[src/rtl/qdac_seq_pkg.sv]
`timescale 1ns/1ps
package qdac_seq_pkg;

  typedef enum logic [2:0] {
    ST_IDLE  = 3'd0,
    ST_LEAD  = 3'd1,
    ST_LOW   = 3'd2,
    ST_HIGH  = 3'd3,
    ST_LDREG = 3'd4,
    ST_LDDAC = 3'd5
  } seq_state_t;

endpackage

[src/rtl/qdac_len_calc.sv]
`timescale 1ns/1ps
// Turns the raw timing settings into effective phase lengths:
// the half period is at least 1, and a strobe is at least one full serial period.
module qdac_len_calc #(
  parameter int DIV_W = 8,
  parameter int STB_W = 10,
  parameter int TW    = 10
) (
  input  logic [DIV_W-1:0] half_raw,
  input  logic [STB_W-1:0] strobe_raw,
  output logic [TW-1:0]    half_eff,
  output logic [TW-1:0]    strobe_eff
);
  logic [TW-1:0] dbl;
  logic [TW-1:0] s_ext;

  always_comb begin
    half_eff   = (half_raw == '0) ? TW'(1) : TW'(half_raw);
    dbl        = half_eff << 1;
    s_ext      = TW'(strobe_raw);
    strobe_eff = (s_ext < dbl) ? dbl : s_ext;
  end
endmodule

[src/rtl/qdac_phase_timer.sv]
`timescale 1ns/1ps
// Down-counter that measures one phase. It is loaded with the phase length;
// last is high in the final cycle of the phase.
module qdac_phase_timer #(
  parameter int TW = 10
) (
  input  logic          clk,
  input  logic          rst,
  input  logic          load,
  input  logic [TW-1:0] len,
  output logic          last
);
  logic [TW-1:0] cnt_q;

  always_ff @(posedge clk) begin
    if (rst) begin
      cnt_q <= '0;
    end else if (load) begin
      cnt_q <= len;
    end else if (cnt_q != '0) begin
      cnt_q <= cnt_q - TW'(1);
    end
  end

  assign last = (cnt_q == TW'(1));
endmodule

[src/rtl/qdac_word_shifter.sv]
`timescale 1ns/1ps
// Parallel-in, serial-out register, MSB first. The msb flop drives the data pin directly.
module qdac_word_shifter #(
  parameter int WORD_W = 14
) (
  input  logic              clk,
  input  logic              rst,
  input  logic              load,
  input  logic              shift,
  input  logic              clear,
  input  logic [WORD_W-1:0] word,
  output logic              msb
);
  logic [WORD_W-1:0] sr_q;

  always_ff @(posedge clk) begin
    if (rst || clear) begin
      sr_q <= '0;
    end else if (load) begin
      sr_q <= word;
    end else if (shift) begin
      sr_q <= {sr_q[WORD_W-2:0], 1'b0};
    end
  end

  assign msb = sr_q[WORD_W-1];
endmodule

[src/rtl/qdac_update_seq.sv]
`timescale 1ns/1ps
module qdac_update_seq
  import qdac_seq_pkg::*;
#(
  parameter int CH_W  = 2,
  parameter int VAL_W = 12,
  parameter int DIV_W = 8,
  parameter int STB_W = 10
) (
  input  logic             clk,
  input  logic             rst,
  input  logic             req_valid,
  input  logic [CH_W-1:0]  req_chan,
  input  logic [VAL_W-1:0] req_value,
  input  logic             req_immediate,
  input  logic             req_commit,
  input  logic [DIV_W-1:0] cfg_half_div,
  input  logic [STB_W-1:0] cfg_strobe_len,
  output logic             dac_cs_n,
  output logic             dac_sclk,
  output logic             dac_sdata,
  output logic             dac_ldreg_n,
  output logic             dac_lddac_n,
  output logic             busy,
  output logic             done
);
  localparam int WORD_W = CH_W + VAL_W;
  localparam int TW     = (DIV_W + 1 > STB_W) ? DIV_W + 1 : STB_W;
  localparam int BIT_W  = $clog2(WORD_W);
  localparam logic [BIT_W-1:0] LAST_BIT = BIT_W'(WORD_W - 1);

  seq_state_t st_q, st_d;
  logic          accept;
  logic [TW-1:0] half_req, strobe_req, half_q, strobe_q;
  logic          imm_q, imm_d, commit_q;
  logic [BIT_W-1:0] bit_q;
  logic          tmr_load, tmr_last;
  logic [TW-1:0] tmr_len;
  logic          sh_load, sh_shift, sh_clear;

  qdac_len_calc #(.DIV_W(DIV_W), .STB_W(STB_W), .TW(TW)) u_len (
    .half_raw   (cfg_half_div),
    .strobe_raw (cfg_strobe_len),
    .half_eff   (half_req),
    .strobe_eff (strobe_req)
  );

  qdac_phase_timer #(.TW(TW)) u_tmr (
    .clk  (clk),
    .rst  (rst),
    .load (tmr_load),
    .len  (tmr_len),
    .last (tmr_last)
  );

  qdac_word_shifter #(.WORD_W(WORD_W)) u_shift (
    .clk   (clk),
    .rst   (rst),
    .load  (sh_load),
    .shift (sh_shift),
    .clear (sh_clear),
    .word  ({req_chan, req_value}),
    .msb   (dac_sdata)
  );

  // Phase sequencing.
  // The first bit is set up with cs_n. Each later bit is set up as sclk falls.
  // cs_n rises only at the end of a high half, and the strobes follow afterwards.
  always_comb begin
    st_d     = st_q;
    accept   = 1'b0;
    tmr_load = 1'b0;
    tmr_len  = half_q;
    sh_load  = 1'b0;
    sh_shift = 1'b0;
    sh_clear = 1'b0;
    case (st_q)
      ST_IDLE: begin
        if (req_valid) begin
          accept   = 1'b1;
          st_d     = ST_LEAD;
          tmr_load = 1'b1;
          tmr_len  = half_req;
          sh_load  = 1'b1;
        end
      end
      ST_LEAD: begin
        if (tmr_last) begin
          st_d     = ST_LOW;
          tmr_load = 1'b1;
        end
      end
      ST_LOW: begin
        if (tmr_last) begin
          st_d     = ST_HIGH;
          tmr_load = 1'b1;
        end
      end
      ST_HIGH: begin
        if (tmr_last) begin
          tmr_load = 1'b1;
          if (bit_q == LAST_BIT) begin
            st_d     = ST_LDREG;
            tmr_len  = strobe_q;
            sh_clear = 1'b1;
          end else begin
            st_d     = ST_LOW;
            sh_shift = 1'b1;
          end
        end
      end
      ST_LDREG: begin
        if (tmr_last) begin
          if (!imm_q && commit_q) begin
            st_d     = ST_LDDAC;
            tmr_load = 1'b1;
            tmr_len  = strobe_q;
          end else begin
            st_d = ST_IDLE;
          end
        end
      end
      ST_LDDAC: begin
        if (tmr_last) st_d = ST_IDLE;
      end
      default: st_d = ST_IDLE;
    endcase
  end

  assign imm_d = accept ? req_immediate : imm_q;

  always_ff @(posedge clk) begin
    if (rst) begin
      st_q     <= ST_IDLE;
      imm_q    <= 1'b0;
      commit_q <= 1'b0;
      half_q   <= TW'(1);
      strobe_q <= TW'(2);
      bit_q    <= '0;
    end else begin
      st_q  <= st_d;
      imm_q <= imm_d;
      if (accept) begin
        commit_q <= req_commit;
        half_q   <= half_req;
        strobe_q <= strobe_req;
        bit_q    <= '0;
      end else if (sh_shift) begin
        bit_q <= bit_q + 1'b1;
      end
    end
  end

  // Pin flops are loaded from the next state so that each pin changes together with the state.
  always_ff @(posedge clk) begin
    if (rst) begin
      dac_cs_n    <= 1'b1;
      dac_sclk    <= 1'b1;
      dac_ldreg_n <= 1'b1;
      dac_lddac_n <= 1'b1;
      busy        <= 1'b0;
      done        <= 1'b0;
    end else begin
      dac_cs_n    <= !(st_d == ST_LEAD || st_d == ST_LOW || st_d == ST_HIGH);
      dac_sclk    <= (st_d != ST_LOW);
      dac_ldreg_n <= (st_d != ST_LDREG);
      dac_lddac_n <= !imm_d && (st_d != ST_LDDAC);
      busy        <= (st_d != ST_IDLE);
      done        <= (st_q != ST_IDLE) && (st_d == ST_IDLE);
    end
  end
endmodule

[config.mk]
export PLATFORM = sky130hd
export DESIGN_NAME = qdac_update_seq
export DESIGN_NICKNAME = d
export VERILOG_FILES = /design/src/rtl/qdac_seq_pkg.sv /design/src/rtl/qdac_len_calc.sv /design/src/rtl/qdac_phase_timer.sv /design/src/rtl/qdac_word_shifter.sv /design/src/rtl/qdac_update_seq.sv
export SDC_FILE = /design/constraint.sdc
export NUM_CORES = 1
export LEC_CHECK = 0
export ABC_AREA = 1
export BUFFER_PORTS_ARGS = -buffer_cell sky130_fd_sc_hd__buf_4
export CORE_ASPECT_RATIO = 0.9
export CORE_MARGIN = 5
export CORE_UTILIZATION = 40
export CTS_BUF_LIST = sky130_fd_sc_hd__clkbuf_4 sky130_fd_sc_hd__clkbuf_8
export DETAILED_ROUTE_END_ITERATION = 10
export PLACE_DENSITY = 0.62
export SYNTH_ARGS = -nofsm -noshare
export SYNTH_HDL_FRONTEND = slang
export SYNTH_SLANG_ARGS = --single-unit
[constraint.sdc]
create_clock -name clk -period 4.5 [get_ports clk]
set_input_delay 0 -clock clk [delete_from_list [all_inputs] [get_ports clk]]
set_output_delay 0 -clock clk [all_outputs]
set_load 0.01 [all_outputs]
==> qor.csv <==
metric,value,unit
critical path capture point type,register,
clk slew on worst S/H paths,70,ps
unique cell type count in the Yosys netlist,34,
Combinational Power Share,0.253,
P_sw,483.2,µW
fmax,432.0,MHz
top cell type's share of synthesized area,0.3353,
DR iter-0 viols,243,
"FFs w/ async S/R, synth",0,
PortBufs,43,
Worst Path Arrival,2520,ps
actual slew at the worst max-slew pin,807.6,ps
worst-case clock skew,8.073,ps
clock sink count,57,
post-route setup slack,2185,ps
Placer Congestion,0.8568,
"Setup violations, final",0,
Syn Area/Cell,6.545,µm²
initial antenna violation count,0,
Max VDD drop,0.1456,mV
maxcap violations,0,
layout cells sized above 1,0.1615,
switch share,0.3044,
Synth Cell Area,3403,µm²
sequential power share,0.373,
Leak,1.988,nW
GRT Total Usage,0.1731,
CTS Buf Count,9,
H-tree Lvls,3,
synthesized flop and latch total,57,
Int Pwr,1.104,mW
Vias,3420,
Period minus WS final,2315,ps
most frequent cell after synthesis,nand2_1,
Final Slew Violations,0,
HP Class,in -> reg,
flip-flop and latch area,1141,µm²
final hold violation count,0,
Die Area,10460,µm²
vias in the first global route,3204,
GRT overflow,0,
clock root cell,clkbuf_8,
Worst slew margin,0.4596,
Multi-input gate area,1907,µm²
post-CTS setup buffers,0,
pre-CTS WS,2186,ps
antenna-violating nets left,0,
ys flop type,dfxtp_1,
WP data required,4700,ps
Residual DRC,0,
status,"complete, no violations",
setup TNS,0,ps
FP Rows,32,
CTS resizes,0,
clk_lat worst skew,330,ps
RSZ-0062 raised after global routing,false,
HPWL Detailed,6198,µm
Clock Tree Buf Depth,2,
power per cell area,375.4,nW/µm²
most frequent cells after synthesis,"nand2_1, dfxtp_1, inv_1",
top cell type by total area after synthesis,dfxtp_1,
Vias/cell,4.879,
Routed WL per cell,12.37,µm
Clk pwr share,0.373,
Post-Synthesis Cells,520,
Setup Crit Path Kind,reg -> reg,
synth warn,0,
synthesized net count,569,
P&R area growth vs syn,24.26,%
fillcell total,865,
number of flops mapped to enable cells by yosys,0,
fin crit share,0.5144,
initial core utilization,0.4028,
Final #Nets,626,
critical-path maximum fanout,22,
pin count of the biggest net entering global routing,27,
Routed WL,8673,µm
Pre-antenna DRT Iters,4,
hold_buf cts,21,
ant diodes,0,
CP Launch Type,register,
num ports,44,
Synth area leaders,"dfxtp_1, nand2_1, nand3_1",
first-pass GRT wire length,14950,µm
CTS tree,done,
post-synthesis sequential area ratio,0.3353,
die height,97.51,µm
Core Region,8448,µm²
Die X,107.2,µm
## path summary, 6_finish.rpt
check                                                   start                       endpoint  slack (ps)  depth (start not counted)
worst max register to register             st_q[1]$_SDFF_PP0_         dac_lddac_n$_SDFF_PP1_        2190                          6
worst min register to register  u_shift.sr_q[12]$_SDFFE_PP0P_  u_shift.sr_q[12]$_SDFFE_PP0P_         470                          1
worst min-delay path                              req_chan[1]  u_shift.sr_q[13]$_SDFFE_PP0P_          40                          4
worst max-delay path                       st_q[1]$_SDFF_PP0_         dac_lddac_n$_SDFF_PP1_        2190                          6
## power by group through the flow
stage / registers [mW] / logic [mW] / clock network [mW]
floorplan: 0.597 / 0.297 / 0
global placement: 0.602 / 0.381 / 0
detailed placement: 0.603 / 0.383 / 0
CTS: 0.592 / 0.401 / 0.607
global route: 0.600 / 0.459 / 0.627
finish: 0.593 / 0.402 / 0.592
## worst max-delay path: stages (launching register included)
cell and delay (ps):
dfxtp_1 360, nor2_1 230, nand3_2 460, nor2_1 800, nand2_1 130, o21ai_0 150, a21oi_1 70
## sequential cells by signal, indices dropped and copies added (netlist names)
| signal | cells |
|---|---|
| st_q | 3 |
| dac_cs_n | 1 |
| done | 1 |
| strobe_q | 10 |
| u_tmr.cnt_q | 10 |
| imm_q | 1 |
| bit_q | 4 |
| dac_lddac_n | 1 |
| u_shift.sr_q | 14 |
| half_q | 8 |
| dac_sclk | 1 |
| commit_q | 1 |
| busy | 1 |
| dac_ldreg_n | 1 |
## layout by cell type, fill, tap and decap left out, drive strengths merged
cell / n
clkinvlp: 1
nor3: 3
dlygate4sd3: 21
clkinv: 8
clkbuf: 11
nand2: 163
o21a: 13
o22ai: 7
and3: 1
or2: 2
dfxtp: 57
a31oi: 14
nand3b: 3
nand4: 7
nand3: 48
a21oi: 13
xor2: 4
ha: 12
buf: 43
o21ai: 32
nor2: 51
o21bai: 1
inv: 60
a211oi: 1
xnor2: 1
o211ai: 2
bufinv: 3
## final cells by class
cell class,count,share of cell area
Clock buffer,11,0.03432
Timing Repair Buffer,64,0.1260
Clock inverter,5,0.02426
Multi-Input combinational cell,378,0.4509
Inverter,67,0.05947
Tap cell,119,0.03521
Sequential cell,57,0.2698
## kinds of logic after synthesis
kind of cell             share of synthesized area
AND/OR/NAND/NOR                             0.3566
buffers and inverters                       0.1044
AO/OA/AOI/OAI                               0.1467
flip-flops                                  0.3353
adder cells (fa/ha/maj)                    0.04412
XOR/XNOR                                   0.01287
## per-layer routing
layer  track usage  up-vias  part of all wire  routed length [µm]
li1              -     1800                 -                   -
met1        0.2385     1532              0.51                4412
met2        0.2694       80              0.44                3781
met3       0.04385        8             0.047                 404
met4       0.04228        0            0.0088                  76
met5             0        -                 0                   0
## stage by stage
step,cells,area [µm²],utilization,power [mW],hold WS [ps]
2_1_floorplan,520,3403,-,0.8946,110.2
3_3_place_gp,664,3771,0.4464,0.9828,204.1
3_5_place_dp,664,3771,0.4464,0.9869,208.6
4_1_cts,701,4229,0.5006,1.601,18.87
5_1_grt,701,4229,0.5006,1.685,36.78
6_report,701,4229,0.5006,1.587,40.06
No activity file was read; power rests on OpenSTA's default activity.
